==> src/rtl/blkcmp_pkg.sv <==
package blkcmp_pkg;
  typedef enum logic [2:0] {
    SQ_IDLE, SQ_ISSUE_A, SQ_WAIT_A, SQ_ISSUE_B, SQ_WAIT_B
  } seq_state_t;

  typedef enum logic [1:0] {
    RD_IDLE, RD_REQ, RD_RSP
  } rd_state_t;
endpackage

==> src/rtl/blkcmp_reader.sv <==
module blkcmp_reader
  import blkcmp_pkg::*;
#(
  parameter int AW = 16,
  parameter int DW = 16
) (
  input  logic          clk,
  input  logic          rst_n,
  input  logic          go,
  input  logic [AW-1:0] go_addr,
  output logic          idle,
  output logic          word_vld,
  output logic [DW-1:0] word,
  output logic          rd_req_valid,
  input  logic          rd_req_ready,
  output logic [AW-1:0] rd_addr,
  input  logic          rd_rsp_valid,
  output logic          rd_rsp_ready,
  input  logic [DW-1:0] rd_rsp_data
);
  rd_state_t st;
  logic [AW-1:0] addr_q;

  always_ff @(posedge clk) begin
    if (!rst_n) begin
      st     <= RD_IDLE;
      addr_q <= '0;
    end else begin
      case (st)
        RD_IDLE: if (go) begin
          addr_q <= go_addr;
          st     <= RD_REQ;
        end
        RD_REQ:  if (rd_req_ready) st <= RD_RSP;
        RD_RSP:  if (rd_rsp_valid) st <= RD_IDLE;
        default: st <= RD_IDLE;
      endcase
    end
  end

  assign idle         = (st == RD_IDLE);
  assign rd_req_valid = (st == RD_REQ);
  assign rd_addr      = addr_q;
  assign rd_rsp_ready = (st == RD_RSP);
  assign word_vld     = rd_rsp_ready && rd_rsp_valid;
  assign word         = rd_rsp_data;


  req_hold_chk: assert property (@(posedge clk) disable iff (!rst_n)
    (rd_req_valid && !rd_req_ready) |=> (rd_req_valid && $stable(rd_addr)));


  one_out_chk: assert property (@(posedge clk) disable iff (!rst_n)
    (rd_req_valid && rd_req_ready) |=> !rd_req_valid);
endmodule

==> src/rtl/blkcmp_cursor.sv <==
module blkcmp_cursor #(
  parameter int AW = 16,
  parameter int CW = 16
) (
  input  logic          clk,
  input  logic          rst_n,
  input  logic          load,
  input  logic [AW-1:0] ld_a,
  input  logic [AW-1:0] ld_b,
  input  logic [CW-1:0] ld_n,
  input  logic          step,
  output logic [AW-1:0] cur_a,
  output logic [AW-1:0] cur_b,
  output logic [CW-1:0] cur_n
);
  always_ff @(posedge clk) begin
    if (!rst_n) begin
      cur_a <= '0;
      cur_b <= '0;
      cur_n <= '0;
    end else if (load) begin
      cur_a <= ld_a;
      cur_b <= ld_b;
      cur_n <= ld_n;
    end else if (step) begin
      cur_a <= cur_a + AW'(1);
      cur_b <= cur_b + AW'(1);
      cur_n <= cur_n - CW'(1);
    end
  end
endmodule

==> src/rtl/blkcmp_seq.sv <==
module blkcmp_seq
  import blkcmp_pkg::*;
#(
  parameter int DW = 16,
  parameter int CW = 16
) (
  input  logic          clk,
  input  logic          rst_n,
  input  logic          start,
  input  logic [CW-1:0] n_words,
  input  logic          pause_req,
  input  logic [CW-1:0] cur_n,
  input  logic          word_vld,
  input  logic [DW-1:0] word,
  output logic          go,
  output logic          go_sel_b,
  output logic          load,
  output logic          step,
  output logic          busy,
  output logic          done,
  output logic          mismatch,
  output logic          suspended,
  output logic [CW-1:0] remain
);
  seq_state_t st, st_n;
  logic [DW-1:0] word_a_q;
  logic done_n, mism_n, susp_n;
  logic [CW-1:0] rem_n;
  logic last_pair;

  assign last_pair = (cur_n == CW'(1));

  always_comb begin
    st_n     = st;
    go       = 1'b0;
    go_sel_b = 1'b0;
    load     = 1'b0;
    step     = 1'b0;
    done_n   = 1'b0;
    mism_n   = 1'b0;
    susp_n   = 1'b0;
    rem_n    = '0;
    case (st)
      SQ_IDLE: if (start) begin
        if (n_words == '0) begin
          done_n = 1'b1;
        end else begin
          load = 1'b1;
          st_n = SQ_ISSUE_A;
        end
      end
      SQ_ISSUE_A: begin
        go   = 1'b1;
        st_n = SQ_WAIT_A;
      end
      SQ_WAIT_A: if (word_vld) st_n = SQ_ISSUE_B;
      SQ_ISSUE_B: begin
        go       = 1'b1;
        go_sel_b = 1'b1;
        st_n     = SQ_WAIT_B;
      end
      SQ_WAIT_B: if (word_vld) begin
        if (word != word_a_q) begin
          done_n = 1'b1;
          mism_n = 1'b1;
          rem_n  = cur_n;
          st_n   = SQ_IDLE;
        end else begin
          step = 1'b1;
          if (last_pair) begin
            done_n = 1'b1;
            st_n   = SQ_IDLE;
          end else if (pause_req) begin
            susp_n = 1'b1;
            st_n   = SQ_IDLE;
          end else begin
            st_n = SQ_ISSUE_A;
          end
        end
      end
      default: st_n = SQ_IDLE;
    endcase
  end

  always_ff @(posedge clk) begin
    if (!rst_n) begin
      st        <= SQ_IDLE;
      word_a_q  <= '0;
      done      <= 1'b0;
      mismatch  <= 1'b0;
      suspended <= 1'b0;
      remain    <= '0;
    end else begin
      st        <= st_n;
      done      <= done_n;
      mismatch  <= mism_n;
      suspended <= susp_n;
      if (done_n) remain <= rem_n;
      if (st == SQ_WAIT_A && word_vld) word_a_q <= word;
    end
  end

  assign busy = (st != SQ_IDLE);


  zero_cnt_chk: assert property (@(posedge clk) disable iff (!rst_n)
    (st == SQ_IDLE && start && n_words == '0) |=> (done && !mismatch && remain == '0));


  pulse_excl_chk: assert property (@(posedge clk) disable iff (!rst_n)
    !(done && suspended));


  done_once_chk: assert property (@(posedge clk) disable iff (!rst_n)
    done |=> !done);


  mism_with_done_chk: assert property (@(posedge clk) disable iff (!rst_n)
    mismatch |-> done);


  clean_zero_chk: assert property (@(posedge clk) disable iff (!rst_n)
    (done && !mismatch) |-> (remain == '0));
endmodule

==> src/rtl/blkcmp_engine.sv <==
module blkcmp_engine #(
  parameter int AW = 16,
  parameter int DW = 16,
  parameter int CW = 16
) (
  input  logic          clk,
  input  logic          rst_n,
  input  logic          start,
  input  logic [AW-1:0] base_a,
  input  logic [AW-1:0] base_b,
  input  logic [CW-1:0] n_words,
  input  logic          pause_req,
  output logic          busy,
  output logic          done,
  output logic          mismatch,
  output logic          suspended,
  output logic [CW-1:0] remain,
  output logic [AW-1:0] resume_a,
  output logic [AW-1:0] resume_b,
  output logic [CW-1:0] resume_n,
  output logic          rd_req_valid,
  input  logic          rd_req_ready,
  output logic [AW-1:0] rd_addr,
  input  logic          rd_rsp_valid,
  output logic          rd_rsp_ready,
  input  logic [DW-1:0] rd_rsp_data
);
  logic go, go_sel_b, load, step, rd_idle, word_vld;
  logic [DW-1:0] word;
  logic [AW-1:0] go_addr;

  blkcmp_cursor #(.AW(AW), .CW(CW)) u_cursor (
    .clk(clk), .rst_n(rst_n), .load(load),
    .ld_a(base_a), .ld_b(base_b), .ld_n(n_words), .step(step),
    .cur_a(resume_a), .cur_b(resume_b), .cur_n(resume_n)
  );

  blkcmp_seq #(.DW(DW), .CW(CW)) u_seq (
    .clk(clk), .rst_n(rst_n), .start(start), .n_words(n_words),
    .pause_req(pause_req), .cur_n(resume_n), .word_vld(word_vld), .word(word),
    .go(go), .go_sel_b(go_sel_b), .load(load), .step(step), .busy(busy),
    .done(done), .mismatch(mismatch), .suspended(suspended), .remain(remain)
  );

  assign go_addr = go_sel_b ? resume_b : resume_a;

  blkcmp_reader #(.AW(AW), .DW(DW)) u_reader (
    .clk(clk), .rst_n(rst_n), .go(go), .go_addr(go_addr), .idle(rd_idle),
    .word_vld(word_vld), .word(word),
    .rd_req_valid(rd_req_valid), .rd_req_ready(rd_req_ready), .rd_addr(rd_addr),
    .rd_rsp_valid(rd_rsp_valid), .rd_rsp_ready(rd_rsp_ready), .rd_rsp_data(rd_rsp_data)
  );


  issue_idle_chk: assert property (@(posedge clk) disable iff (!rst_n)
    go |-> rd_idle);


  susp_left_chk: assert property (@(posedge clk) disable iff (!rst_n)
    suspended |-> (resume_n != '0));


  mism_left_chk: assert property (@(posedge clk) disable iff (!rst_n)
    (done && mismatch) |-> (remain == resume_n));
endmodule

==> config.mk <==
export PLATFORM = sky130hd
export DESIGN_NAME = blkcmp_engine
export DESIGN_NICKNAME = d
export VERILOG_FILES = /design/src/rtl/blkcmp_pkg.sv /design/src/rtl/blkcmp_reader.sv /design/src/rtl/blkcmp_cursor.sv /design/src/rtl/blkcmp_seq.sv /design/src/rtl/blkcmp_engine.sv
export SDC_FILE = /design/constraint.sdc
export NUM_CORES = 1
export LEC_CHECK = 0
export BUFFER_PORTS_ARGS = -buffer_cell sky130_fd_sc_hd__buf_2
export CAP_MARGIN = 5
export CORE_ASPECT_RATIO = 0.9
export CORE_MARGIN = 2
export CORE_UTILIZATION = 55
export DETAILED_ROUTE_END_ITERATION = 10
export PLACE_DENSITY = 0.86
export SLEW_MARGIN = 10
export SYNTH_ARGS = -nofsm -noshare
export SYNTH_HDL_FRONTEND = slang
export SYNTH_SLANG_ARGS = --single-unit
==> constraint.sdc <==
create_clock -name clk -period 4.35 [get_ports clk]
set_clock_uncertainty 0.2 [all_clocks]
set_input_delay 0 -clock clk [delete_from_list [all_inputs] [get_ports clk]]
set_output_delay 0 -clock clk [all_outputs]
set_load 0.02 [all_outputs]
==> impl_metrics.ini <==
[yosys]
synth_seq_cells = 104
synth_area_um2 = 5030
syn_nets = 663
synth_top_family_by_area = compound AO/OA/AOI/OAI gates
synthArstFlopShare = 0
syn_area_per_cell_um2 = 8.54
synth.top_cells.by_count = 104 x dfxtp_1, 53 x nor2_1, 47 x nand2_1
synth_edf_count = 0
synthAdderAreaFrac = 0.00995
ys_seq_area_frac = 0.414
synthXorXnorAreaFrac = 0.0435
ys_types = 58
muxShareOfSynthArea = 0.0318
syn_inst = 589
yosysMostFrequentCell = dfxtp_1
yosysTopAreaCell = dfxtp_1
synth_top_area_share = 0.414
yosys.area_share.simple = 0.227
ys.flop_type = dfxtp_1
synth_area_leaders = dfxtp_1 41%, a21oi_1 4.3%, nor2_1 4.0%
synth_warnings = 0
synth-compound-area-share = 0.229

[final_layout]
fin_cells = 928
syn2layout_area_growth_pct = 36.2
diodes = 0
fin_nets = 875
layout-drive-gt1-share = 0.237

[sta]
drv_slew = 0
layout_min_cycle_time_ns = 3.41
slew-limit-headroom = 0.229
hold-worst-slack_ns = 0.0388
rsz0062_at_grt = false
finalHoldViolCount = 0
fmax_ghz = 0.293
layout_worst_path_cycle_share = 0.784
tightest_slew_ns = 1.15
setup_viol = 0
fin_setup_tns_ns = 0

[setup_path]
cpMostUsedCell = dlygate4sd3_1
required_ns = 4.44
start_kind = input pin
crit_family = buffers and inverters
reg2regPathDepth = 7
cp_cell_sequence = dlygate4sd3_1, buf_2, nor4_1, nand4_1, nand3_1, buf_4, o21ai_0, dlygate4sd3_1, a211oi_1
slowest_delay_ns = 0.86
cp_num_buf_inv = 4
cp_max_fo = 29
end_kind = register
crit_type = input pin to register
r2r_end = u_cursor.cur_a[10]$_SDFFE_PN0P_
regToRegSetupSlack_ns = 1.00
worstPathArrival_ns = 3.50
slowest_stage = nand3_1
reg2reg_from = u_seq.word_a_q[9]$_SDFFE_PN0P_

[worst_hold_path]
hold_end = u_seq.st[2]$_SDFFE_PN0P_
holdCritPathClass = input pin to register
hold_start = rd_rsp_valid
hold_path_depth = 4

[detailed_routing]
dr.pass1.iters = 6
post-route-drc-count = 0
wl_per_cell_um = 18.4
drt_iter0_drc = 599
drt-total-wl_mm = 17.0
vias_per_cell = 6.22
antenna_left = 0
num_vias = 5769

[clock_tree]
cts_buffers = 9
cts_setup_buffers = 0
clock_sinks = 104
clk_path_buf_depth = 2
cts_root_buf = clkbuf_8
clkLatencyLatePin_ns = 0.37
clk_pin_slew_ns = 0.12
htreeDepth = 3
cts_resized = 0
cts_tree = done

[placement]
dpl.cell_count = 830
port_buffers = 155
place_congestion = 0.887
dp_hpwl_mm = 10.6

[global_route]
grt_pass1_vias = 5580
grt_max_degree = 59
grt-ovfl-total = 0
antenna_found_initial = 0
grt_pass1_wl_mm = 27.4
track_usage = 0.338

[die]
die_w_um = 105
core_area_um2 = 9000
start_util = 0.559
dieArea_um2 = 9930
die_h_um = 94.7
num_rows = 33
io_pins = 156

[power_and_ir_drop]
sw_frac_of_total = 0.328
leakagePower_nw = 3.04
p_clk_frac = 0.292
pwr-share-comb = 0.214
seqPwrFrac = 0.494
power.internal_w = 0.00148
power_switching_w = 0.000724
ir_drop_mv = 0.213
powerDensity_nw_per_um2 = 322

[job]
cap_violations = 0

[run_status]
status = completed
## power groups by stage
stage / clock, W / combinational, W / sequential [W]
floorplan: 0 / 0.000204 / 0.00114
global placement: 0 / 0.000382 / 0.00110
detailed placement: 0 / 0.000393 / 0.00111
CTS: 0.000642 / 0.000457 / 0.00108
global route: 0.000679 / 0.000506 / 0.00110
finish: 0.000643 / 0.000473 / 0.00109
## cell families (layout without fill, tap and decap cells)
kind of cell | after synthesis | after routing
AND/OR/NAND/NOR | 219 | 219
flip-flops | 104 | 104
buffers and inverters | 51 | 268
AO/OA/AOI/OAI | 170 | 170
multiplexers | 16 | 16
adder cells (fa/ha/maj) | 4 | 4
XOR/XNOR | 25 | 25
## worst max path at each step
stage,from,endpoint,slack (ns),cells after the start
detailed placement,u_seq.word_a_q[5]$_SDFFE_PN0P_,u_cursor.cur_n[8]$_SDFFE_PN0P_,1.45,6
global placement,u_seq.word_a_q[9]$_SDFFE_PN0P_,u_cursor.cur_n[8]$_SDFFE_PN0P_,1.60,6
floorplan,u_cursor.cur_n[7]$_SDFFE_PN0P_,u_seq.remain[10]$_SDFFE_PN0P_,2.15,7
global route,n_words[8],u_cursor.cur_a[0]$_SDFFE_PN0P_,0.82,9
CTS,u_seq.word_a_q[5]$_SDFFE_PN0P_,u_cursor.cur_a[10]$_SDFFE_PN0P_,1.07,7
finish,n_words[1],u_cursor.cur_a[0]$_SDFFE_PN0P_,0.94,9
## worst reg2reg max path: stages (launching register included)
cell	delay, ns
dfxtp_1	0.35
xor2_1	0.17
nor4_2	0.35
nand4_2	0.56
nor3_1	0.64
a211oi_1	0.17
o31a_1	0.26
dlygate4sd3_1	0.55
## timing repair
action                                 CTS  global route
hold buffers                            82             0
setup endpoints to repair                0             0
endpoints found under the hold margin   70             0
## metal layers
metal,vias up,GRT usage,wire length (µm)
met5,-,0,0
met4,0,0.127,374
met3,54,0.0656,1700
met2,397,0.604,8430
met1,2700,0.405,6520
li1,2618,-,-
## per-stage QoR
step	total power, W	setup WS (ns)	utilization	area (µm²)
after floorplan	0.00134	2.15	-	5030
after global placement	0.00149	1.60	0.647	5820
after detailed placement	0.00150	1.45	0.647	5820
after CTS	0.00218	1.07	0.761	6850
after global routing	0.00228	0.824	0.761	6850
final	0.00221	0.939	0.761	6850
## sequential cells by signal (all words and copies together), names as in the netlist
register          flops
u_seq.suspended       1
u_cursor.cur_a       16
u_seq.remain         16
u_reader.st           2
u_seq.mismatch        1
u_seq.word_a_q       16
u_reader.rd_addr     16
u_cursor.cur_n       16
u_seq.done            1
u_seq.st              3
u_cursor.cur_b       16
## final cells by class
cell class                 count  area [µm²]
multi-input combinational    434        2730
fill                         638        2150
sequential                   104        2080
timing repair buffer         244        1650
tap                          122         153
clock buffer                   9         124
clock inverter                 7        85.1
inverter                       8        30.0
## placed cells by master, fill, tap and decap left out, drive strengths merged, types with 4 or more instances in the layout
cell type | netlist | layout
a22oi | 6 | 6
o21ai | 30 | 30
and4 | 6 | 6
a31oi | 11 | 11
nand2 | 47 | 47
and3 | 15 | 15
nor3 | 25 | 25
buf | 18 | 162
dlygate4sd3 | 0 | 82
clkinv | 1 | 4
ha | 4 | 4
or3 | 7 | 7
nand4 | 15 | 15
clkbuf | 25 | 9
xnor2 | 5 | 5
nor2 | 53 | 53
nor4 | 13 | 13
inv | 7 | 10
xor2 | 20 | 20
o221ai | 19 | 19
dfxtp | 104 | 104
a22o | 16 | 16
nand3 | 26 | 26
a311oi | 6 | 6
a211oi | 4 | 4
a21oi | 43 | 43
o21a | 16 | 16
mux2i | 16 | 16
No activity file was read; power rests on OpenSTA's default activity.
